--- src/rtl/bip24_pkg.sv ---
package bip24_pkg;
  localparam int unsigned LANE_CNT = 3;
  localparam int unsigned LANE_W   = 8;
  localparam int unsigned PAR_W    = LANE_CNT * LANE_W;
  localparam int unsigned FERR_W   = $clog2(PAR_W + 1);
  localparam int unsigned HOLD_W   = 17;

  typedef enum logic {
    CNT_BITS   = 1'b0,
    CNT_BLOCKS = 1'b1
  } cnt_mode_e;
endpackage

--- src/rtl/bip24_lane_calc.sv ---
module bip24_lane_calc #(
  parameter int LANES  = 3,
  parameter int BYTE_W = 8
) (
  input  logic                      clk,
  input  logic                      rst_n,
  input  logic [BYTE_W-1:0]         rx_byte,
  input  logic                      frame_start,
  input  logic                      cover_en,
  output logic [LANES*BYTE_W-1:0]   calc_prev,
  output logic                      prev_ok
);
  localparam int PAR_W = LANES * BYTE_W;
  localparam int IDX_W = (LANES > 1) ? $clog2(LANES) : 1;

  logic [BYTE_W-1:0] lane_q [LANES];
  logic [BYTE_W-1:0] lane_d [LANES];
  logic [IDX_W-1:0]  idx_q, idx_d;
  logic [PAR_W-1:0]  cur_flat, prev_q, prev_d;
  logic              started_q, started_d, ok_q, ok_d;
  logic              upd_en;

  // lane 0 occupies the most significant byte
  for (genvar g = 0; g < LANES; g++) begin : g_flat
    assign cur_flat[PAR_W-1-g*BYTE_W -: BYTE_W] = lane_q[g];
  end

  function automatic logic [IDX_W-1:0] step_idx(input logic [IDX_W-1:0] i);
    return (i == IDX_W'(LANES - 1)) ? '0 : i + 1'b1;
  endfunction

  assign upd_en = frame_start | cover_en;

  always_comb begin
    lane_d    = lane_q;
    idx_d     = idx_q;
    prev_d    = prev_q;
    started_d = started_q;
    ok_d      = ok_q;
    if (frame_start) begin
      prev_d    = cur_flat;
      ok_d      = started_q;
      started_d = 1'b1;
      for (int i = 0; i < LANES; i++) lane_d[i] = '0;
      idx_d = '0;
      if (cover_en) begin
        lane_d[0] = rx_byte;
        idx_d     = step_idx('0);
      end
    end else if (cover_en) begin
      lane_d[idx_q] = lane_q[idx_q] ^ rx_byte;
      idx_d         = step_idx(idx_q);
    end
  end

  always_ff @(posedge clk or negedge rst_n) begin
    if (!rst_n) begin
      for (int i = 0; i < LANES; i++) lane_q[i] <= '0;
      idx_q     <= '0;
      prev_q    <= '0;
      started_q <= 1'b0;
      ok_q      <= 1'b0;
    end else if (upd_en) begin
      for (int i = 0; i < LANES; i++) lane_q[i] <= lane_d[i];
      idx_q     <= idx_d;
      prev_q    <= prev_d;
      started_q <= started_d;
      ok_q      <= ok_d;
    end
  end

  assign calc_prev = prev_q;
  assign prev_ok   = ok_q;
endmodule

--- src/rtl/bip24_rx_capture.sv ---
module bip24_rx_capture #(
  parameter int LANES  = 3,
  parameter int BYTE_W = 8
) (
  input  logic                    clk,
  input  logic                    rst_n,
  input  logic [BYTE_W-1:0]       rx_byte,
  input  logic                    frame_start,
  input  logic                    par_strobe,
  output logic [LANES*BYTE_W-1:0] rx_par,
  output logic                    rx_full
);
  localparam int PAR_W = LANES * BYTE_W;
  localparam int CNT_W = $clog2(LANES + 1);

  logic [BYTE_W-1:0] byte_q [LANES];
  logic [BYTE_W-1:0] byte_d [LANES];
  logic [CNT_W-1:0]  cnt_q, cnt_d;
  logic              upd_en;

  for (genvar g = 0; g < LANES; g++) begin : g_flat
    assign rx_par[PAR_W-1-g*BYTE_W -: BYTE_W] = byte_q[g];
  end

  assign upd_en  = frame_start | par_strobe;
  assign rx_full = (cnt_q == CNT_W'(LANES));

  always_comb begin
    byte_d = byte_q;
    cnt_d  = cnt_q;
    if (frame_start) begin
      for (int i = 0; i < LANES; i++) byte_d[i] = '0;
      cnt_d = '0;
      if (par_strobe) begin
        byte_d[0] = rx_byte;
        cnt_d     = CNT_W'(1);
      end
    end else if (par_strobe && !rx_full) begin
      byte_d[cnt_q] = rx_byte;
      cnt_d         = cnt_q + 1'b1;
    end
  end

  always_ff @(posedge clk or negedge rst_n) begin
    if (!rst_n) begin
      for (int i = 0; i < LANES; i++) byte_q[i] <= '0;
      cnt_q <= '0;
    end else if (upd_en) begin
      for (int i = 0; i < LANES; i++) byte_q[i] <= byte_d[i];
      cnt_q <= cnt_d;
    end
  end
endmodule

--- src/rtl/bip24_err_count.sv ---
module bip24_err_count #(
  parameter int PAR_W  = 24,
  parameter int HOLD_W = 17
) (
  input  logic                          clk,
  input  logic                          rst_n,
  input  logic                          frame_start,
  input  logic                          cmp_ok,
  input  logic [PAR_W-1:0]              calc_par,
  input  logic [PAR_W-1:0]              rx_par,
  input  logic                          count_mode,
  input  logic                          latch_ctl,
  output logic [$clog2(PAR_W+1)-1:0]    frame_errs,
  output logic                          frame_errs_vld,
  output logic [HOLD_W-1:0]             err_hold,
  output logic [HOLD_W-1:0]             acc_val
);
  localparam int FERR_W = $clog2(PAR_W + 1);
  localparam logic [HOLD_W-1:0] SAT_VAL = {HOLD_W{1'b1}};

  logic [PAR_W-1:0]  mism;
  logic [FERR_W-1:0] pc;
  logic              fire, latch_edge, latch_q;
  logic [HOLD_W-1:0] contrib, acc_q, acc_d, hold_q, hold_d, sat_sum;
  logic [HOLD_W:0]   sum;
  logic [FERR_W-1:0] fe_q, fe_d;
  logic              vld_q, vld_d;
  logic              acc_en;

  assign mism       = calc_par ^ rx_par;
  assign fire       = frame_start & cmp_ok;
  assign latch_edge = latch_ctl & ~latch_q;
  assign acc_en     = fire | latch_edge;

  always_comb begin
    pc = '0;
    for (int i = 0; i < PAR_W; i++) pc = pc + FERR_W'(mism[i]);
  end

  always_comb begin
    if (!fire)
      contrib = '0;
    else if (count_mode == bip24_pkg::CNT_BLOCKS)
      contrib = HOLD_W'(|mism);
    else
      contrib = HOLD_W'(pc);
    sum     = {1'b0, acc_q} + {1'b0, contrib};
    sat_sum = sum[HOLD_W] ? SAT_VAL : sum[HOLD_W-1:0];
    acc_d   = latch_edge ? contrib : sat_sum;
    hold_d  = acc_q;
    fe_d    = pc;
    vld_d   = fire;
  end

  always_ff @(posedge clk or negedge rst_n) begin
    if (!rst_n) begin
      acc_q   <= '0;
      hold_q  <= '0;
      fe_q    <= '0;
      vld_q   <= 1'b0;
      latch_q <= 1'b0;
    end else begin
      latch_q <= latch_ctl;
      vld_q   <= vld_d;
      if (acc_en)     acc_q  <= acc_d;
      if (latch_edge) hold_q <= hold_d;
      if (fire)       fe_q   <= fe_d;
    end
  end

  assign frame_errs     = fe_q;
  assign frame_errs_vld = vld_q;
  assign err_hold       = hold_q;
  assign acc_val        = acc_q;
endmodule

--- src/rtl/bip24_line_check.sv ---
module bip24_line_check #(
  parameter int LANES  = bip24_pkg::LANE_CNT,
  parameter int BYTE_W = bip24_pkg::LANE_W,
  parameter int HOLD_W = bip24_pkg::HOLD_W
) (
  input  logic                                 clk,
  input  logic                                 rst_n,
  input  logic [BYTE_W-1:0]                    rx_byte,
  input  logic                                 frame_start,
  input  logic                                 cover_en,
  input  logic                                 par_strobe,
  input  logic                                 count_mode,
  input  logic                                 latch_ctl,
  output logic [$clog2(LANES*BYTE_W+1)-1:0]    frame_errs,
  output logic                                 frame_errs_vld,
  output logic [HOLD_W-1:0]                    err_hold
);
  localparam int PAR_W = LANES * BYTE_W;

  logic [PAR_W-1:0]  calc_prev, rx_par;
  logic              prev_ok, rx_full, cmp_ok;
  logic [HOLD_W-1:0] acc_val;

  bip24_lane_calc #(.LANES(LANES), .BYTE_W(BYTE_W)) calc_i (
    .clk(clk), .rst_n(rst_n), .rx_byte(rx_byte), .frame_start(frame_start),
    .cover_en(cover_en), .calc_prev(calc_prev), .prev_ok(prev_ok)
  );

  bip24_rx_capture #(.LANES(LANES), .BYTE_W(BYTE_W)) cap_i (
    .clk(clk), .rst_n(rst_n), .rx_byte(rx_byte), .frame_start(frame_start),
    .par_strobe(par_strobe), .rx_par(rx_par), .rx_full(rx_full)
  );

  assign cmp_ok = prev_ok & rx_full;

  bip24_err_count #(.PAR_W(PAR_W), .HOLD_W(HOLD_W)) cnt_i (
    .clk(clk), .rst_n(rst_n), .frame_start(frame_start), .cmp_ok(cmp_ok),
    .calc_par(calc_prev), .rx_par(rx_par), .count_mode(count_mode),
    .latch_ctl(latch_ctl), .frame_errs(frame_errs),
    .frame_errs_vld(frame_errs_vld), .err_hold(err_hold), .acc_val(acc_val)
  );
endmodule

--- config.mk ---
export PLATFORM = sky130hd
export DESIGN_NAME = bip24_line_check
export DESIGN_NICKNAME = d
export VERILOG_FILES = /design/src/rtl/bip24_pkg.sv /design/src/rtl/bip24_lane_calc.sv /design/src/rtl/bip24_rx_capture.sv /design/src/rtl/bip24_err_count.sv /design/src/rtl/bip24_line_check.sv
export SDC_FILE = /design/constraint.sdc
export NUM_CORES = 1
export LEC_CHECK = 0
export BUFFER_PORTS_ARGS = -buffer_cell sky130_fd_sc_hd__clkbuf_2
export CAP_MARGIN = 20
export CORE_ASPECT_RATIO = 0.7
export CORE_MARGIN = 5
export CORE_UTILIZATION = 38
export DETAILED_ROUTE_END_ITERATION = 16
export GPL_TIMING_DRIVEN = 1
export PLACE_DENSITY_LB_ADDON = 0.1
export SLEW_MARGIN = 40
export SYNTH_ARGS = -nofsm -noshare
export SYNTH_HDL_FRONTEND = slang
export SYNTH_SLANG_ARGS = --single-unit
--- constraint.sdc ---
create_clock -name clk -period 18.1 [get_ports clk]
set_input_delay 1.81 -clock clk [delete_from_list [all_inputs] [get_ports clk]]
set_output_delay 1.81 -clock clk [all_outputs]
set_load 0.01 [all_outputs]
==> flow_metrics.env, run 1 <==
export IMPL_crit_type="register to register"
export IMPL_antenna_found_initial=0
export IMPL_post_cts_repair_setup_buffers=0
export IMPL_netlist_cell_type_count=54
export IMPL_wl_met3_um=632
export IMPL_ant_nets=0
export IMPL_gp_congestion=0.818
export IMPL_ctsResizeCount=0
export IMPL_cts_hold_buffers=0
export IMPL_routed_via_density=5.12
export IMPL_coreArea_um2=16100
export IMPL_grt_max_degree=85
export IMPL_crit_path_end="cnt_i.acc_val[3]"
export IMPL_yosysWarningCount=0
export IMPL_clk_path_buf_depth=2
export IMPL_cellLeakagePower_nw=3.47
export IMPL_detailedRoute_firstPassIterationCount=4
export IMPL_die_area_um2=18900
export IMPL_pin_count=38
export IMPL_wl_met1_mm=7.64
export IMPL_vias=4354
export IMPL_crit_chain="xor2_1 -> ha_1 -> fa_1 -> fa_1 -> fa_1 -> fa_1 -> inv_1 -> fa_1 -> fa_1 -> fa_1 -> nor3_1 -> ha_1 -> a211oi_1 -> o21ai_1 -> o2111ai_2 -> and3_1 -> o32ai_1"
export IMPL_syn_to_final_growth_pct=15.7
export IMPL_rows=39
export IMPL_drt_iter0_drc=254
export IMPL_io_buffers=37
export IMPL_hold_ws_ps=470
export IMPL_die_w_um=162
export IMPL_p_per_area_nw_per_um2=129
export IMPL_die_h_um=117
export IMPL_worstPathArrival_ps=6910
export IMPL_nNetsFinal=685
export IMPL_max_clock_freq_mhz=152
export IMPL_max_stage_delay_ps=540
export IMPL_dp_cells=821
export IMPL_yosysSeqAreaShare=0.483
export IMPL_dp_worst_setup_slack_ps=11500
export IMPL_cp_end_kind="register"
export IMPL_setup_ws_ps=11500
export IMPL_slew_viol_final=0
export IMPL_slew_headroom=0.473
export IMPL_setup_violations=0
export IMPL_gr_total_overflow=0
export IMPL_yosysTopAreaCell="dfrtp_1"
export IMPL_dp_hpwl_mm=10.1
export IMPL_ir_drop_mv=0.0734
export IMPL_hold_viol=0
export IMPL_grt_pass1_wl_mm=24.2
export IMPL_insertion_delay_ps=410
export IMPL_synth_area_leaders="dfrtp_1 (48%), nand2_1 (6.3%), fa_1 (5.8%)"
export IMPL_synthCells=599
export IMPL_grt_pass1_vias=4494
export IMPL_rr_worst_depth=17
export IMPL_synth_main_ff_cell="dfrtp_1"
export IMPL_drc=0
export IMPL_synth_edf_count=0
export IMPL_htreeDepth=4
export IMPL_cts_tree="built"
export IMPL_rsz0062_at_grt="false"
export IMPL_grtUsageTotal=0.166
export IMPL_synth_cell_area_um2=6170
export IMPL_ys_ff_latch=119
export IMPL_layout_commonest_cell="dfrtp_1"
export IMPL_yosysTopAreaCellShare=0.483
export IMPL_synth_async_reset_ratio=1.00
export IMPL_finalClockSkew_ps=8.77
export IMPL_clock_root_buffer="clkbuf_16"
export IMPL_min_path_type="register to register"
export IMPL_rrSetupSlack_ps=11500
export IMPL_cp_common_cell="fa_1"
export IMPL_routed_wl_mm=14.2
export IMPL_layout_drive_gt1_share=0.167
export IMPL_most_common_layout_cells="dfrtp_1 (119), nand2_1 (103), clkbuf_2 (36), inv_1 (34), xor2_1 (33)"
export IMPL_cts_clk_slew_worst_paths_ps=50
export IMPL_tns_ps=0
export IMPL_num_antenna_cells=0
export IMPL_cp_required_ps=18410
export IMPL_worst_setup_path_start_kind="register"
export IMPL_cpMaxStageDelayCell="fa_1"
export IMPL_period_minus_slack_ps=6600
export IMPL_crit_path_max_fanout=13
export IMPL_avgSynthCellArea_um2=10.3
export IMPL_cts_sinks=119
export IMPL_reg2reg_to="cnt_i.acc_val[3]"
export IMPL_final_core_util=0.443
export IMPL_status="completed"
export IMPL_numCtsBuffers=17
export IMPL_syn_num_nets=649
export IMPL_routed_top_layer="met4"
export IMPL_final_cells=851
export IMPL_tightest_slew_ps=787
export IMPL_min_period_over_period=0.365
export IMPL_r2r_start="cap_i.rx_par[0]"
export IMPL_initial_core_util=0.383
export IMPL_startpoint="cap_i.rx_par[0]"
export IMPL_drv_cap=0
export IMPL_wl_met2_mm=5.86
export IMPL_wl_per_cell_um=16.7
synth_stat cells, types with 5 or more instances:
library cell / instances
nor3_1: 8
o211ai_1: 8
nor2_1: 31
nand3_1: 32
a211oi_1: 5
a21oi_1: 28
o21ai_0: 15
inv_1: 34
xnor2_1: 12
nand2_1: 103
mux2_2: 25
fa_1: 18
ha_1: 17
xor2_1: 33
dfrtp_1: 119
a31oi_1: 5
clkbuf_1: 19
a22o_1: 8
a21o_1: 6
nand3b_1: 8
o21ai_1: 6
buf_1: 5
how the worst min path moves through the flow:
stage / startpoint / endpoint / cells after the start
3_3_place_gp: calc_i.started_q / calc_i.started_q / 1
5_1_grt: cnt_i.err_hold[4] / cnt_i.err_hold[4] / 2
6_report: calc_i.started_q / calc_i.started_q / 1
3_5_place_dp: calc_i.started_q / calc_i.started_q / 1
2_1_floorplan: calc_i.started_q / calc_i.started_q / 1
4_1_cts: calc_i.started_q / calc_i.started_q / 1
stage by stage:
stage	area [um^2]	total power, mW
2_1_floorplan	6170	0.526
3_3_place_gp	6550	0.597
3_5_place_dp	6560	0.606
4_1_cts	7140	0.939
5_1_grt	7140	1.01
6_report	7140	0.923
worst max-delay path, delay by kind of cell, from the launching register on:
kind / cells / cell delay (ps)
AND/OR/NAND/NOR: 2 / 750
flip-flops: 1 / 380
adder cells (fa/ha/maj): 9 / 4100
XOR/XNOR: 1 / 180
buffers and inverters: 1 / 60
AO/OA/AOI/OAI: 4 / 1040
cells by family (layout without fill, tap and decap cells):
logic type | count (synthesis) | after routing | synth area share
mux | 27 | 27 | 0.0489
flops | 119 | 119 | 0.483
xor+xnor | 45 | 45 | 0.0639
compound gates | 103 | 103 | 0.113
buf+inv | 60 | 107 | 0.0377
fa+ha+maj | 35 | 35 | 0.0929
simple gates | 210 | 210 | 0.161
routing by layer:
metal,GRT usage,vias to the layer above
met1,0.257,2157
met2,0.232,74
met3,0.0395,7
met4,0.0439,0
met5,0,-
li1,-,2116
registers in the layout (all words and copies together) (netlist names):
name and flops:
calc_i.calc_prev 24, calc_i.cur_flat 24, calc_i.idx_q 2, calc_i.prev_ok 1, calc_i.started_q 1, cap_i.cnt_q 2, cap_i.rx_par 24, cnt_i.acc_val 17
cnt_i.err_hold 17, cnt_i.frame_errs 5, cnt_i.frame_errs_vld 1, cnt_i.latch_q 1
area by class of cell:
class | count | area (um^2)
clock inverter | 7 | 96.3
fill | 1580 | 8960
inverter | 35 | 131
timing repair buffer | 42 | 233
multi-input combinational | 420 | 2970
tap | 205 | 256
sequential | 119 | 2980
clock buffer | 23 | 478
report_power, final:
| group | internal [mW] | leakage, nW | switching [mW] | total, mW |
|---|---|---|---|---|
| Combinational | 0.119 | 1.60 | 0.173 | 0.292 |
| Clock | 0.212 | 0.271 | 0.115 | 0.327 |
| Sequential | 0.289 | 1.60 | 0.0163 | 0.305 |
| Total | 0.620 | 3.47 | 0.304 | 0.923 |
(Power assumes the default switching activity.)
==> run 2: changes to the inputs <==
Clock period 18.1 ns to 5.5 ns, I/O delays scaled along.
==> run 2 against run 1 <==
Against the previous run: the flow now finishes with violations (negative setup slack); final area increased by 9.3%; global-route usage rose by 0.74 points; non-clock buffer count rose by 47; routed wire length grew 6.5%; core utilization rose by 4.1 points; power grew to 3.9 times the previous value; clock power rose to 3.9 times the previous value; worst setup slack lost 12000 ps; die area is the same.
==> flow_metrics.env, run 2 (synthesized netlist as in run 1, its figures left out) <==
export IMPL_status="finished, violations left"
export IMPL_violations="negative setup slack"
export IMPL_clock_root_buffer="clkbuf_16"
export IMPL_drt_iter0_drc=304
export IMPL_grt_pass1_wl_mm=25.3
export IMPL_drv_cap=0
export IMPL_cp_required_ps=5800
export IMPL_fillers=1483
export IMPL_worst_path_buf_inv=2
export IMPL_cts_sinks=119
export IMPL_cp_common_cell="fa_1"
export IMPL_die_h_um=117
export IMPL_wl_per_cell_um=16.9
export IMPL_finalClockSkew_ps=12.7
export IMPL_slew_headroom=0.464
export IMPL_setup_violations=17
export IMPL_p_int_mw=2.47
export IMPL_cellLeakagePower_nw=3.79
export IMPL_routed_via_density=5.17
export IMPL_layout_drive_gt1_share=0.272
export IMPL_coreArea_um2=16100
export IMPL_slew_viol_final=0
export IMPL_initial_core_util=0.383
export IMPL_cts_tree="built"
export IMPL_dp_worst_setup_slack_ps=-356
export IMPL_htreeDepth=4
export IMPL_die_w_um=162
export IMPL_pin_count=38
export IMPL_min_period_over_period=1.05
export IMPL_p_per_area_nw_per_um2=463
export IMPL_gp_congestion=0.817
export IMPL_final_cells=900
export IMPL_dp_cells=843
export IMPL_rsz0062_at_grt="true"
export IMPL_cp_end_kind="register"
export IMPL_antenna_found_initial=0
export IMPL_crit_path_max_fanout=7
export IMPL_rows=39
export IMPL_clkPwrFrac=0.356
export IMPL_worstPathArrival_ps=6090
export IMPL_cpMaxStageDelayCell="fa_1"
export IMPL_dp_hpwl_mm=10.4
export IMPL_grtUsageTotal=0.173
export IMPL_gr_total_overflow=0
export IMPL_ir_drop_mv=0.300
export IMPL_insertion_delay_ps=430
export IMPL_io_buffers=37
export IMPL_crit_cells=17
export IMPL_layout_commonest_cell="dfrtp_1"
export IMPL_hold_viol=0
export IMPL_power_switching_mw=1.14
export IMPL_grt_max_degree=84
export IMPL_crit_family="adder cells"
export IMPL_drc=0
export IMPL_detailedRoute_firstPassIterationCount=4
export IMPL_crit_type="register to register"
export IMPL_setup_ws_ps=-294
export IMPL_tightest_slew_ps=801
export IMPL_routed_wl_mm=15.2
export IMPL_most_common_layout_cells="dfrtp_1 (119), nand2_1 (103), buf_4 (48), clkbuf_2 (36), inv_1 (34)"
export IMPL_ant_nets=0
export IMPL_numCtsBuffers=17
export IMPL_worst_setup_path_start_kind="register"
export IMPL_max_stage_delay_ps=520
export IMPL_crit_chain="xor2_1 -> ha_1 -> fa_1 -> fa_1 -> fa_1 -> fa_1 -> inv_1 -> fa_1 -> fa_2 -> fa_2 -> nor3_4 -> ha_4 -> a211oi_4 -> o21ai_4 -> o2111a_2 -> buf_4 -> o311a_1"
export IMPL_min_path_type="primary input to async pin"
export IMPL_period_minus_slack_ps=5790
export IMPL_pwr_share_comb=0.366
export IMPL_cts_hold_buffers=0
export IMPL_power_switching_share=0.315
export IMPL_grt_pass1_vias=4732
export IMPL_vias=4653
export IMPL_max_clock_freq_mhz=173
export IMPL_die_area_um2=18900
export IMPL_rr_worst_depth=17
export IMPL_cts_clk_slew_worst_paths_ps=60
export IMPL_nNetsFinal=732
export IMPL_clk_path_buf_depth=2
export IMPL_p_seq_frac=0.278
export IMPL_syn_to_final_growth_pct=26.5
export IMPL_num_antenna_cells=0
==> run 2: changes by cell type in the layout (fill, tap and decap cells not counted), sizes merged <==
cell / delta
clkbuf: -3
inv: +1
bufinv: +4
buf: +47
==> run 2: metal layers <==
| metal | up-vias | global-route usage | share of wire |
|---|---|---|---|
| met4 | 0 | 0.0439 | 0.0096 |
| met3 | 13 | 0.0483 | 0.042 |
| met5 | - | 0 | 0 |
| met1 | 2346 | 0.262 | 0.52 |
| li1 | 2206 | - | - |
| met2 | 88 | 0.245 | 0.42 |
==> run 2: layout make-up <==
class | instances | area [um^2] | share of cell area
Inverter | 35 | 131 | 0.0168
Clock buffer | 20 | 457 | 0.0585
Multi-Input combinational cell | 420 | 3160 | 0.404
Timing Repair Buffer | 89 | 606 | 0.0776
Sequential cell | 119 | 2980 | 0.382
Tap cell | 205 | 256 | 0.0329
Clock inverter | 12 | 221 | 0.0284
==> run 2: metrics by stage <==
| step | hold slack [ps] | instance area [um^2] | total power [mW] | setup TNS, ps | utilization |
|---|---|---|---|---|---|
| finish | 29.1 | 7800 | 3.61 | -3380 | 0.485 |
| global route | 44.7 | 7800 | 3.88 | -7260 | 0.485 |
| CTS | 27.9 | 7650 | 3.59 | -2690 | 0.475 |
| detailed placement | 449 | 6770 | 2.15 | -4690 | 0.420 |
| global placement | 443 | 6740 | 2.14 | -2630 | 0.419 |
| floorplan | 254 | 6200 | 1.74 | 0 | - |
==> run 2: path summary, 6_finish.rpt <==
check | startpoint | endpoint | slack, ps
worst max-delay path | cap_i.rx_par[0] | cnt_i.acc_val[7] | -290
worst min-delay path | rst_n | calc_i.cur_flat[18] | 30
worst max register to register | cap_i.rx_par[0] | cnt_i.acc_val[7] | -290
worst min register to register | calc_i.started_q | calc_i.started_q | 460
max in group asynchronous | rst_n | cnt_i.acc_val[1] | 4630
min in group clk | latch_ctl | cnt_i.latch_q | 280
==> run 2: repair_timing <==
item                       CTS  global route
gates resized for setup     11            18
pin swaps                   17             7
buffers inserted            20             6
setup endpoints to repair   17            17
hold endpoints to repair     0             0
==> run 2: power groups by stage <==
stage	sequential (mW)	combinational (mW)	clock (mW)
final	1.00	1.32	1.29
after floorplan	1.01	0.730	0
after global routing	1.02	1.51	1.35
after detailed placement	1.02	1.13	0
after CTS	1.00	1.28	1.31
after global placement	1.02	1.12	0
